**config.mk**
```make
export PLATFORM = sky130hd
export DESIGN_NAME = tmr_timebase
export DESIGN_NICKNAME = d
export VERILOG_FILES = /design/src/rtl/tmr_pkg.sv /design/src/rtl/tmr_datapath.sv /design/src/rtl/tmr_control.sv /design/src/rtl/tmr_timebase.sv
export SDC_FILE = /design/constraint.sdc
export NUM_CORES = 1
export LEC_CHECK = 0
export ABC_AREA = 1
export BUFFER_PORTS_ARGS = -buffer_cell sky130_fd_sc_hd__buf_2
export CAP_MARGIN = 20
export CORE_ASPECT_RATIO = 0.9
export CORE_UTILIZATION = 45
export DETAILED_ROUTE_END_ITERATION = 10
export PLACE_DENSITY_LB_ADDON = 0.3
export SYNTH_ARGS = -nofsm -noshare
export SYNTH_HDL_FRONTEND = slang
export SYNTH_SLANG_ARGS = --single-unit
```
**constraint.sdc**
```tcl
create_clock -name clk -period 4 [get_ports clk]
set_input_delay 0.2 -clock clk [delete_from_list [all_inputs] [get_ports clk]]
set_output_delay 0.2 -clock clk [all_outputs]
set_load 0.01 [all_outputs]
```
**src/rtl/tmr_pkg.sv**
```systemverilog
package tmr_pkg;
  localparam logic [2:0] MODE_UP   = 3'd0;
  localparam logic [2:0] MODE_DOWN = 3'd1;
  localparam logic [2:0] MODE_CTR1 = 3'd2;
  localparam logic [2:0] MODE_CTR3 = 3'd4;

  // Strobes from the control to the datapath
  typedef struct packed {
    logic tick;        // counter step
    logic updLoad;     // update event: load working copies
    logic forceReset;  // generate-update: restart counter
  } tbStrobe_t;
endpackage

```
**src/rtl/tmr_datapath.sv**
```systemverilog
module tmr_datapath
  import tmr_pkg::*;
#(
  parameter int CNT_W = 16,
  parameter int PSC_W = 16
) (
  input  logic             clk,
  input  logic             rstN,
  input  tbStrobe_t        str,
  input  logic [2:0]       countMode,
  input  logic             arrPreloadEn,
  input  logic             arrWrEn,
  input  logic [CNT_W-1:0] arrWrData,
  input  logic             pscWrEn,
  input  logic [PSC_W-1:0] pscWrData,
  output logic [CNT_W-1:0] cnt,
  output logic             dirDown,
  output logic [PSC_W-1:0] pscAct,
  output logic             ovfEvt
);
  localparam logic [CNT_W-1:0] CNT_ONE = CNT_W'(1);

  logic [CNT_W-1:0] arrPre, arrShd, arrAct, nextCnt;
  logic [PSC_W-1:0] pscPre;
  logic [CNT_W:0]   incWide;
  logic             centerDown, nextCenterDown, wrapRaw;
  logic             isDown, isCenter;

  assign isDown   = (countMode == MODE_DOWN);
  assign isCenter = (countMode >= MODE_CTR1) && (countMode <= MODE_CTR3);
  assign arrAct   = arrPreloadEn ? arrShd : arrPre;
  assign incWide  = {1'b0, cnt} + {1'b0, CNT_ONE};

  always_comb begin
    nextCnt        = cnt;
    nextCenterDown = centerDown;
    wrapRaw        = 1'b0;
    if (isCenter) begin
      if (!centerDown) begin
        if (incWide >= {1'b0, arrAct}) begin
          nextCnt        = arrAct;
          nextCenterDown = 1'b1;
          wrapRaw        = 1'b1;
        end else begin
          nextCnt = incWide[CNT_W-1:0];
        end
      end else begin
        if (cnt <= CNT_ONE) begin
          nextCnt        = '0;
          nextCenterDown = 1'b0;
          wrapRaw        = 1'b1;
        end else begin
          nextCnt = cnt - CNT_ONE;
        end
      end
    end else if (isDown) begin
      if (cnt == '0) begin
        nextCnt = arrAct;
        wrapRaw = 1'b1;
      end else begin
        nextCnt = cnt - CNT_ONE;
      end
    end else begin
      if (cnt >= arrAct) begin
        nextCnt = '0;
        wrapRaw = 1'b1;
      end else begin
        nextCnt = incWide[CNT_W-1:0];
      end
    end
  end

  assign ovfEvt  = str.tick && wrapRaw;
  assign dirDown = isDown || (isCenter && centerDown);

  always_ff @(posedge clk or negedge rstN) begin
    if (!rstN) begin
      cnt        <= '0;
      centerDown <= 1'b0;
    end else if (str.forceReset) begin
      cnt        <= isDown ? arrPre : '0;
      centerDown <= 1'b0;
    end else if (str.tick) begin
      cnt        <= nextCnt;
      centerDown <= nextCenterDown;
    end
  end

  always_ff @(posedge clk or negedge rstN) begin
    if (!rstN) begin
      arrPre <= '1;
      arrShd <= '1;
      pscPre <= '0;
      pscAct <= '0;
    end else begin
      if (arrWrEn) arrPre <= arrWrData;
      if (pscWrEn) pscPre <= pscWrData;
      if (str.updLoad) begin
        arrShd <= arrPre;
        pscAct <= pscPre;
      end
    end
  end

  // no step means the counter holds
  assert_hold_idle_R2: assert property (@(posedge clk) disable iff (!rstN)
    (!str.tick && !str.forceReset) |=> $stable(cnt));

  // generate-update restarts at 0 outside down mode
  assert_ug_restart_R7: assert property (@(posedge clk) disable iff (!rstN)
    (str.forceReset && !isDown) |=> (cnt == '0));

  // in down mode a wrap lands on the working limit
  assert_down_wrap_R4: assert property (@(posedge clk) disable iff (!rstN)
    (ovfEvt && isDown && !str.forceReset && !str.updLoad && !arrWrEn)
      |=> (cnt == $past(arrAct)));
endmodule

```
**src/rtl/tmr_control.sv**
```systemverilog
module tmr_control
  import tmr_pkg::*;
#(
  parameter int PSC_W = 16,
  parameter int REP_W = 8
) (
  input  logic             clk,
  input  logic             rstN,
  input  logic             enSet,
  input  logic             enClr,
  input  logic             onePulseEn,
  input  logic             genUpd,
  input  logic             updReqSrc,
  input  logic             flagClr,
  input  logic             repWrEn,
  input  logic [REP_W-1:0] repWrData,
  input  logic [PSC_W-1:0] pscAct,
  input  logic             ovfEvt,
  output tbStrobe_t        str,
  output logic             cntEn,
  output logic             updPulse,
  output logic             updFlag
);
  localparam logic [PSC_W-1:0] PSC_ONE = PSC_W'(1);
  localparam logic [REP_W-1:0] REP_ONE = REP_W'(1);

  logic [PSC_W-1:0] pscCnt;
  logic [REP_W-1:0] repCnt, repPre;
  logic             tick, repZero, cntUpd, updEvt;

  assign tick    = cntEn && (pscCnt == pscAct) && !genUpd;
  assign repZero = (repCnt == '0);
  assign cntUpd  = ovfEvt && repZero;
  assign updEvt  = genUpd || cntUpd;

  assign str.tick       = tick;
  assign str.updLoad    = updEvt;
  assign str.forceReset = genUpd;

  always_ff @(posedge clk or negedge rstN) begin
    if (!rstN) begin
      pscCnt   <= '0;
      repCnt   <= '0;
      repPre   <= '0;
      cntEn    <= 1'b0;
      updPulse <= 1'b0;
      updFlag  <= 1'b0;
    end else begin
      if (repWrEn) repPre <= repWrData;

      if (genUpd)     pscCnt <= '0;
      else if (tick)  pscCnt <= '0;
      else if (cntEn) pscCnt <= pscCnt + PSC_ONE;

      if (genUpd)       repCnt <= repPre;
      else if (ovfEvt)  repCnt <= repZero ? repPre : repCnt - REP_ONE;

      if ((cntUpd && onePulseEn) || enClr) cntEn <= 1'b0;
      else if (enSet)                      cntEn <= 1'b1;

      updPulse <= updEvt;

      if (cntUpd || (genUpd && !updReqSrc)) updFlag <= 1'b1;
      else if (flagClr)                     updFlag <= 1'b0;
    end
  end

  // the flag only drops on a clear strobe
  assert_flag_sticky_R12: assert property (@(posedge clk) disable iff (!rstN)
    (updFlag && !flagClr) |=> updFlag);

  // the flag only rises together with an update pulse
  assert_flag_with_pulse_R8: assert property (@(posedge clk) disable iff (!rstN)
    $rose(updFlag) |-> updPulse);

  // counter-driven updates need an exhausted repetition count
  assert_rep_gate_R6: assert property (@(posedge clk) disable iff (!rstN)
    updPulse |-> ($past(genUpd) || ($past(repCnt) == '0)));

  // the enable drops only by a clear or in one-pulse mode
  assert_en_drop_R11: assert property (@(posedge clk) disable iff (!rstN)
    $fell(cntEn) |-> ($past(enClr) || $past(onePulseEn)));
endmodule

```
**src/rtl/tmr_timebase.sv**
```systemverilog
module tmr_timebase
  import tmr_pkg::*;
#(
  parameter int CNT_W = 16,
  parameter int PSC_W = 16,
  parameter int REP_W = 8
) (
  input  logic             clk,
  input  logic             rstN,
  input  logic [2:0]       countMode,
  input  logic             arrPreloadEn,
  input  logic             onePulseEn,
  input  logic             updReqSrc,
  input  logic             pscWrEn,
  input  logic [PSC_W-1:0] pscWrData,
  input  logic             arrWrEn,
  input  logic [CNT_W-1:0] arrWrData,
  input  logic             repWrEn,
  input  logic [REP_W-1:0] repWrData,
  input  logic             enSet,
  input  logic             enClr,
  input  logic             genUpd,
  input  logic             flagClr,
  output logic [CNT_W-1:0] count,
  output logic             dirDown,
  output logic             updPulse,
  output logic             updFlag
);
  tbStrobe_t        str;
  logic [PSC_W-1:0] pscAct;
  logic             ovfEvt, cntEn;

  tmr_control #(.PSC_W(PSC_W), .REP_W(REP_W)) u_ctrl (
    .clk(clk), .rstN(rstN), .enSet(enSet), .enClr(enClr),
    .onePulseEn(onePulseEn), .genUpd(genUpd), .updReqSrc(updReqSrc),
    .flagClr(flagClr), .repWrEn(repWrEn), .repWrData(repWrData),
    .pscAct(pscAct), .ovfEvt(ovfEvt), .str(str), .cntEn(cntEn),
    .updPulse(updPulse), .updFlag(updFlag)
  );

  tmr_datapath #(.CNT_W(CNT_W), .PSC_W(PSC_W)) u_dp (
    .clk(clk), .rstN(rstN), .str(str), .countMode(countMode),
    .arrPreloadEn(arrPreloadEn), .arrWrEn(arrWrEn), .arrWrData(arrWrData),
    .pscWrEn(pscWrEn), .pscWrData(pscWrData), .cnt(count),
    .dirDown(dirDown), .pscAct(pscAct), .ovfEvt(ovfEvt)
  );

  // the counter never moves while disabled, except on generate-update
  assert_frozen_when_off_R2: assert property (@(posedge clk) disable iff (!rstN)
    (!cntEn && !genUpd) |=> $stable(count));
endmodule

```
* Word level (Yosys, flattened, before mapping)
Index checks and enable logic that the tools add are counted.
Cells by class: order comparisons 5, reduce and logical (&&, ||, !) cells 23, add/subtract/negate cells 4, shift-type cells 0, equal/unequal tests 2, bitwise gates (word level) 0, muxes and demuxes 33, div/mod/pow operators 0, multiply operators 0
Operators with widths (count):
- two-way mux 16 bit | 14
- two-way mux 8 bit | 3
- adder 16 x 1 -> 17 bit (second input constant) | 1
- greater-or-equal comparator 17 x 16 -> 1 bit | 1
- adder 16 x 1 -> 16 bit (second input constant) | 1
- equality test 16 bit | 1
- greater-or-equal comparator 16 bit | 1
- <= comparator 16 x 1 -> 1 bit (second input constant) | 1
- zero test 16 bit | 1
- two-way mux 1 bit | 16
- subtractor 16 x 1 -> 16 bit (second input constant) | 1
- nonzero test 2 bit | 5
- logical AND 1 bit | 8
- zero test 8 bit | 1
- subtractor 8 x 1 -> 8 bit (second input constant) | 1
- logical OR 1 bit | 4
- equality test 3 x 1 -> 1 bit (second input constant) | 1
- greater-or-equal comparator 3 x 2 -> 1 bit (second input constant) | 1
- <= comparator 3 bit (second input constant) | 1
- nonzero test 3 bit | 1
- zero test 1 bit | 2
- AND reduction 2 bit | 1
Word-level totals: ROM bits 0, memories 0, flip-flop bits (word level) 116, word-level logic and storage cells 79, input port bits 55, output and inout port bits 19, bits in writable memories 0, bits in latches 0

* Logic depth before layout (Yosys ltp)
word-level depth 10, gate-level depth with buffers 23, gate-level depth less buffers 22

* Modules after synthesis
Synthesis repeated with hierarchy kept, for this count alone.
Second synthesis, totals: cells, all modules 1153, area total of the unflattened synthesis 8105.3 sq um
Modules (own cells, without submodules):
- tmr_datapath | seq. area each 2067.0 sq um, area an instance 5630.4 sq um, cells each 779, times used 1
- tmr_control | seq. area each 875.8 sq um, area an instance 2474.9 sq um, cells each 374, times used 1

* Worst setup path after synthesis
Ideal clock, no wire load.
path kind register to register, start point register u_dp.cnt[2], end point register u_dp.pscAct[15], buffers on the path 3, cell stages (with the launch flop) 23, setup time 0.117 ns, path slack 1.022 ns, arrival 2.861 ns, clock period less this slack 2.978 ns, data required time 3.883 ns, path through dfrtp_1 -> buf_4 -> inv_1 -> nor3_1 -> nand4_1 -> o21ai_0 -> o21ai_0 -> inv_1 -> ha_1 -> nand2_1 -> inv_1 -> nand2_1 -> nand2_1 -> a21oi_1 -> nand3_1 -> nor2_4 -> nand2_2 -> nand3_2 -> nand3_4 -> buf_6 -> buf_8 -> nand3_2 -> nand2_1
On the way: longest elaborated chain between the ends 8, elaborated cells between the ends (all ways) 15, classes of those cells add/sub: 1; order compare: 3; mux: 7; reduce/logical: 4
Ends and longest elaborated chain:
- start, declared | RTL line tmr_datapath.sv:16 | output logic [CNT_W-1:0] cnt,
- start signal, assigned | RTL line tmr_datapath.sv:81 | cnt <= isDown ? arrPre : '0;
- start signal, assigned | RTL line tmr_datapath.sv:84 | cnt <= nextCnt;
- adder 16 x 1 -> 17 bit | RTL line tmr_datapath.sv:32 | assign incWide = {1'b0, cnt} + {1'b0, CNT_ONE};
- greater-or-equal comparator 17 x 16 -> 1 bit | RTL line tmr_datapath.sv:40 | if (incWide >= {1'b0, arrAct}) begin
- two-way mux 1 bit | RTL line tmr_datapath.sv:40
- two-way mux 1 bit | RTL line tmr_datapath.sv:39 | if (!centerDown) begin
- two-way mux 1 bit (*) | RTL line tmr_datapath.sv:38 | if (isCenter) begin
- logical AND 1 bit (*) | RTL line tmr_datapath.sv:73 | assign ovfEvt = str.tick && wrapRaw;
- logical AND 1 bit (*) | RTL line tmr_control.sv:33 | assign cntUpd = ovfEvt && repZero;
- logical OR 1 bit (*) | RTL line tmr_control.sv:34 | assign updEvt = genUpd || cntUpd;
- end signal, assigned | RTL line tmr_datapath.sv:100 | pscAct <= pscPre;
- end, declared | RTL line tmr_datapath.sv:18 | output logic [PSC_W-1:0] pscAct,
Mark *: on every way between the ends. The rest lies on a longest branch, timed or not. A chain may end at the register's enable or synchronous reset.

* Worst setup path after layout
start point register u_dp.cnt[2], end point register u_dp.arrShd[11]
On the way: longest elaborated chain between the ends 8, elaborated cells between the ends (all ways) 15, classes of those cells add/sub: 1; order compare: 3; mux: 7; reduce/logical: 4
Ends and longest elaborated chain:
- adder 16 x 1 -> 17 bit | RTL line tmr_datapath.sv:32
- greater-or-equal comparator 17 x 16 -> 1 bit | RTL line tmr_datapath.sv:40
- two-way mux 1 bit | RTL line tmr_datapath.sv:40
- two-way mux 1 bit | RTL line tmr_datapath.sv:39
- two-way mux 1 bit (*) | RTL line tmr_datapath.sv:38
- logical AND 1 bit (*) | RTL line tmr_datapath.sv:73
- logical AND 1 bit (*) | RTL line tmr_control.sv:33
- logical OR 1 bit (*) | RTL line tmr_control.sv:34
- end signal, assigned | RTL line tmr_datapath.sv:99 | arrShd <= arrPre;
- end, declared | RTL line tmr_datapath.sv:23 | logic [CNT_W-1:0] arrPre, arrShd, arrAct, nextCnt;
Marked as above.

==> metrics <==
Post-synth ARST share 100.0%; post-synthesis average cell area 7.270 µm²; GRT Max-Usage Layer met2; crit path max-delay cell type dfrtp_1; post-route ant nets 0; Final Hold Vio Count 0; Max Clk Rate 276.2 MHz; # fillers 1684; Core ar. 0.01755 mm²; failing checks design-rule violations; H-tree levels 4; Mapped Area 0.008063 mm²; Syn Nets 1203; number of DRC markers in iteration 0 694; cell mode on critical path nand2_1; Post-synth EDFFs 0; GPL Wtd Cong 0.9521; post-route minimum period 3.621 ns; final core utilization 54.82%; critical path fanouts, max 33; kind of critical path register to register; CTS tree done; Overflow after GRT 0; relative slew slack 37.33%; grt met1 use 37.48%; global-route wire length before repair 37780 µm; Compound-Gate Fraction of Synth Area 10.60%; Critical Path, Cell by Cell inv_1, nor3_2, nand4_1, o21ai_0, o21ai_0, inv_1, ha_1, nand2_1, inv_1, nand2_1, nand2_1, a21oi_1, nand3_1, nor2_4, nand2_2, nand3_2, nand3_4, nand2_2, buf_4, nand2_1, nand2_1; Slew @ Worst Pin 0.9303 ns; Vias/cell 5.255; Data arrival, critical path 3.98 ns; grt met2 use 39.91%; commonest register cell after synthesis dfrtp_1; DRC viols 1; hold-critical path depth 2; clock root buffer clkbuf_16; met3 GRT Util 5.434%; Netlist cell types 39; Post-Synth Simple-Gate Area 30.79%; mux cell area share after synthesis 3.073%; DR vias 7693; Die Width 143.1 µm; final net count 1305; adder-cell share of the synthesized area 6.052%; clock sink count 116; Clk Latency, worst-skew pair 0.42 ns; maximum VDD drop 296.4 µV; Syn. warnings 0; FF+latch area 0.002943 mm²; clock-pin slew on the worst setup and hold paths 0.05 ns; Initial Utilization 45.93%; Min-Delay Path Class input port to register; register area share after synthesis 36.50%; DIE AREA 0.01846 mm²; Tot GR Track Use 26.64%; Leak 4.822 nW; I/O pins 74; CP endpoint kind register; Setup Fix Bufs, Post-CTS 0; path depth of the worst reg2reg path 21; worst setup path endpoint u_dp.arrShd[11]; Worst Setup SP u_dp.cnt[2]; power density cells 419.2 mW/mm²; RSZ-0062 raised after global routing no; Initial DRT Pass Iterations 8; Worst R2R Start u_dp.cnt[2]; max_cap viols 0; drt total wl 22750 µm; main combinational cell family by area after synthesis simple AND/OR/NAND/NOR gates; crit-path leading delay family simple AND/OR/NAND/NOR gates; Longest Clk Path Bufs 2; Crit. path cell count 21; largest net degree at the start of global routing 67; Yosys reg bits 116; wire per inst 15.54 µm; Post-Synthesis Cells 1109; # port buffers 73; Max Slew Vio Count 0; Fin Setup TNS 0 ns; vias in the first global route 7323; Final Cycle Share 90.51%; CP bufs+invs 4; Clock Skew 0.008065 ns; Critical R2R Capture u_dp.arrShd[11]; status complete, but fails checks; multi-input logic area 0.004375 mm²; clock buffer count from CTS 17; largest stage delay on the critical path 0.53 ns; post-DP HPWL 16510 µm; Post-Synth XOR/XNOR Area 3.693%; die height 129.0 µm; Inst Count DP 1409; Cell Count, Final, Fillers Out 1464; Cell Rows 46; Antenna Cells 0; CP required 4.36 ns; # setup viols final 0; fraction of layout cells with a size suffix above 1 18.71%; initial antenna violation count 0; area delta synth->final 19.35%; Setup crit start kind register; reg-to-reg slack, setup 0.38 ns
metrics by stage:
step                area [µm²]  setup WS (ns)  hold WS [ns]  total power [mW]
finish                    9623         0.3794       0.01025             4.034
global route              9623        0.06767      0.006128             4.258
CTS                       9618         0.3022     0.0002173             4.052
detailed placement        8735         0.3417        0.3707             2.327
global placement          8735         0.4416        0.3705             2.312
floorplan                 8063          1.022      -0.09559             2.045
sequential cells by signal, indices dropped and copies added, names as in the netlist:
signal and flops:
u_ctrl.updFlag 1, u_dp.arrPre 16, u_ctrl.updPulse 1, u_dp.pscPre 16, u_dp.centerDown 1, u_dp.cnt 16, u_dp.pscAct 16, u_ctrl.pscCnt 16
u_ctrl.cntEn 1, u_ctrl.repCnt 8, u_dp.arrShd 16, u_ctrl.repPre 8
where the power goes:
part	internal [mW]	switching, mW
Sequential	1.34	0.101
Clock	1.15	0.542
Combinational	0.333	0.570
Total	2.82	1.21
layout make-up:
| cell class | count | area share (%) |
|---|---|---|
| inverter | 148 | 5.773 |
| clock buffer | 22 | 4.928 |
| sequential | 116 | 30.58 |
| tap | 240 | 3.121 |
| clock inverter | 10 | 1.859 |
| timing repair buffer | 119 | 8.269 |
| multi-input combinational | 809 | 45.47 |
worst reg2reg max path: stages (launching register included):
cell and delay, ns:
dfrtp_1 0.53, inv_1 0.15, nor3_2 0.30, nand4_1 0.24
o21ai_0 0.21, o21ai_0 0.10, inv_1 0.12, ha_1 0.25
nand2_1 0.11, inv_1 0.05, nand2_1 0.06, nand2_1 0.07
a21oi_1 0.14, nand3_1 0.13, nor2_4 0.15, nand2_2 0.11
nand3_2 0.12, nand3_4 0.10, nand2_2 0.06, buf_4 0.34
nand2_1 0.12, nand2_1 0.09
layout by cell type, fill, tap and decap left out, drive strengths merged:
cell	netlist	routed
dlygate4sd3	0	23
xor2	34	34
o31ai	1	1
a21oi	40	40
o21a	3	3
inv	144	144
clkbuf	18	22
bufinv	0	5
nand3b	1	1
buf	18	96
ha	39	39
nand3	87	87
nand2	319	319
nor3b	3	3
nor4	5	5
dfrtp	84	84
clkinv	4	9
o22ai	11	11
dfstp	32	32
mux2	22	22
nor2	105	105
a21o	1	1
nand4	21	21
nor3	16	16
o2111ai	1	1
a31oi	2	2
or2	3	3
o211ai	19	19
o21ai	76	76
synthesized netlist by cell type (8+ instances only):
| library cell | instances | share of area (%) |
|---|---|---|
| nand2_1 | 314 | 15 |
| inv_1 | 134 | 6.2 |
| nor2_1 | 100 | 4.7 |
| dfrtp_1 | 84 | 26 |
| o21ai_0 | 67 | 4.2 |
| nand3_1 | 64 | 4.0 |
| a21oi_1 | 40 | 2.5 |
| ha_1 | 39 | 6.1 |
| xor2_1 | 34 | 3.7 |
| dfstp_2 | 32 | 10 |
| mux2_2 | 22 | 3.1 |
| nand3_2 | 22 | 2.7 |
| nand4_1 | 20 | 1.6 |
| o211ai_1 | 19 | 1.8 |
| clkbuf_1 | 18 | 0.84 |
| nor3_1 | 16 | 0.99 |
| buf_2 | 11 | 0.68 |
| o22ai_1 | 11 | 0.85 |
| inv_2 | 10 | 0.47 |
| o21ai_1 | 8 | 0.50 |
worst min-delay path by stage:
| stage | slack [ns] | startpoint | endpoint |
|---|---|---|---|
| after global placement | 0.37 | rstN | u_dp.pscPre[9] |
| after floorplan | -0.1 | rstN | u_ctrl.cntEn |
| final | 0.01 | pscWrData[8] | u_dp.pscPre[8] |
| after detailed placement | 0.37 | rstN | u_dp.pscPre[13] |
| after global routing | 0.006 | arrWrData[14] | u_dp.arrPre[14] |
| after CTS | 0.0002 | enClr | u_ctrl.cntEn |
kinds of logic (layout without fill, tap and decap cells):
group	after synthesis	after routing
compound gates	154	154
xor+xnor	34	34
fa+ha+maj	39	39
buf+inv	184	299
flops	116	116
mux	22	22
simple gates	560	560
per-layer routing:
layer / share of wire (%) / wire length [µm] / vias up
met1: 47 / 10660 / 3541
met5: 0 / 0 / -
li1: - / - / 3797
met4: 2.5 / 567 / 0
met2: 43 / 9873 / 306
met3: 7.2 / 1644 / 49
timing repair:
action | CTS | global route
gates resized for setup | 0 | 1
hold endpoints to repair | 69 | 0
hold buffers | 23 | 0
setup endpoints to repair | 0 | 33
(Power assumes the default switching activity.)
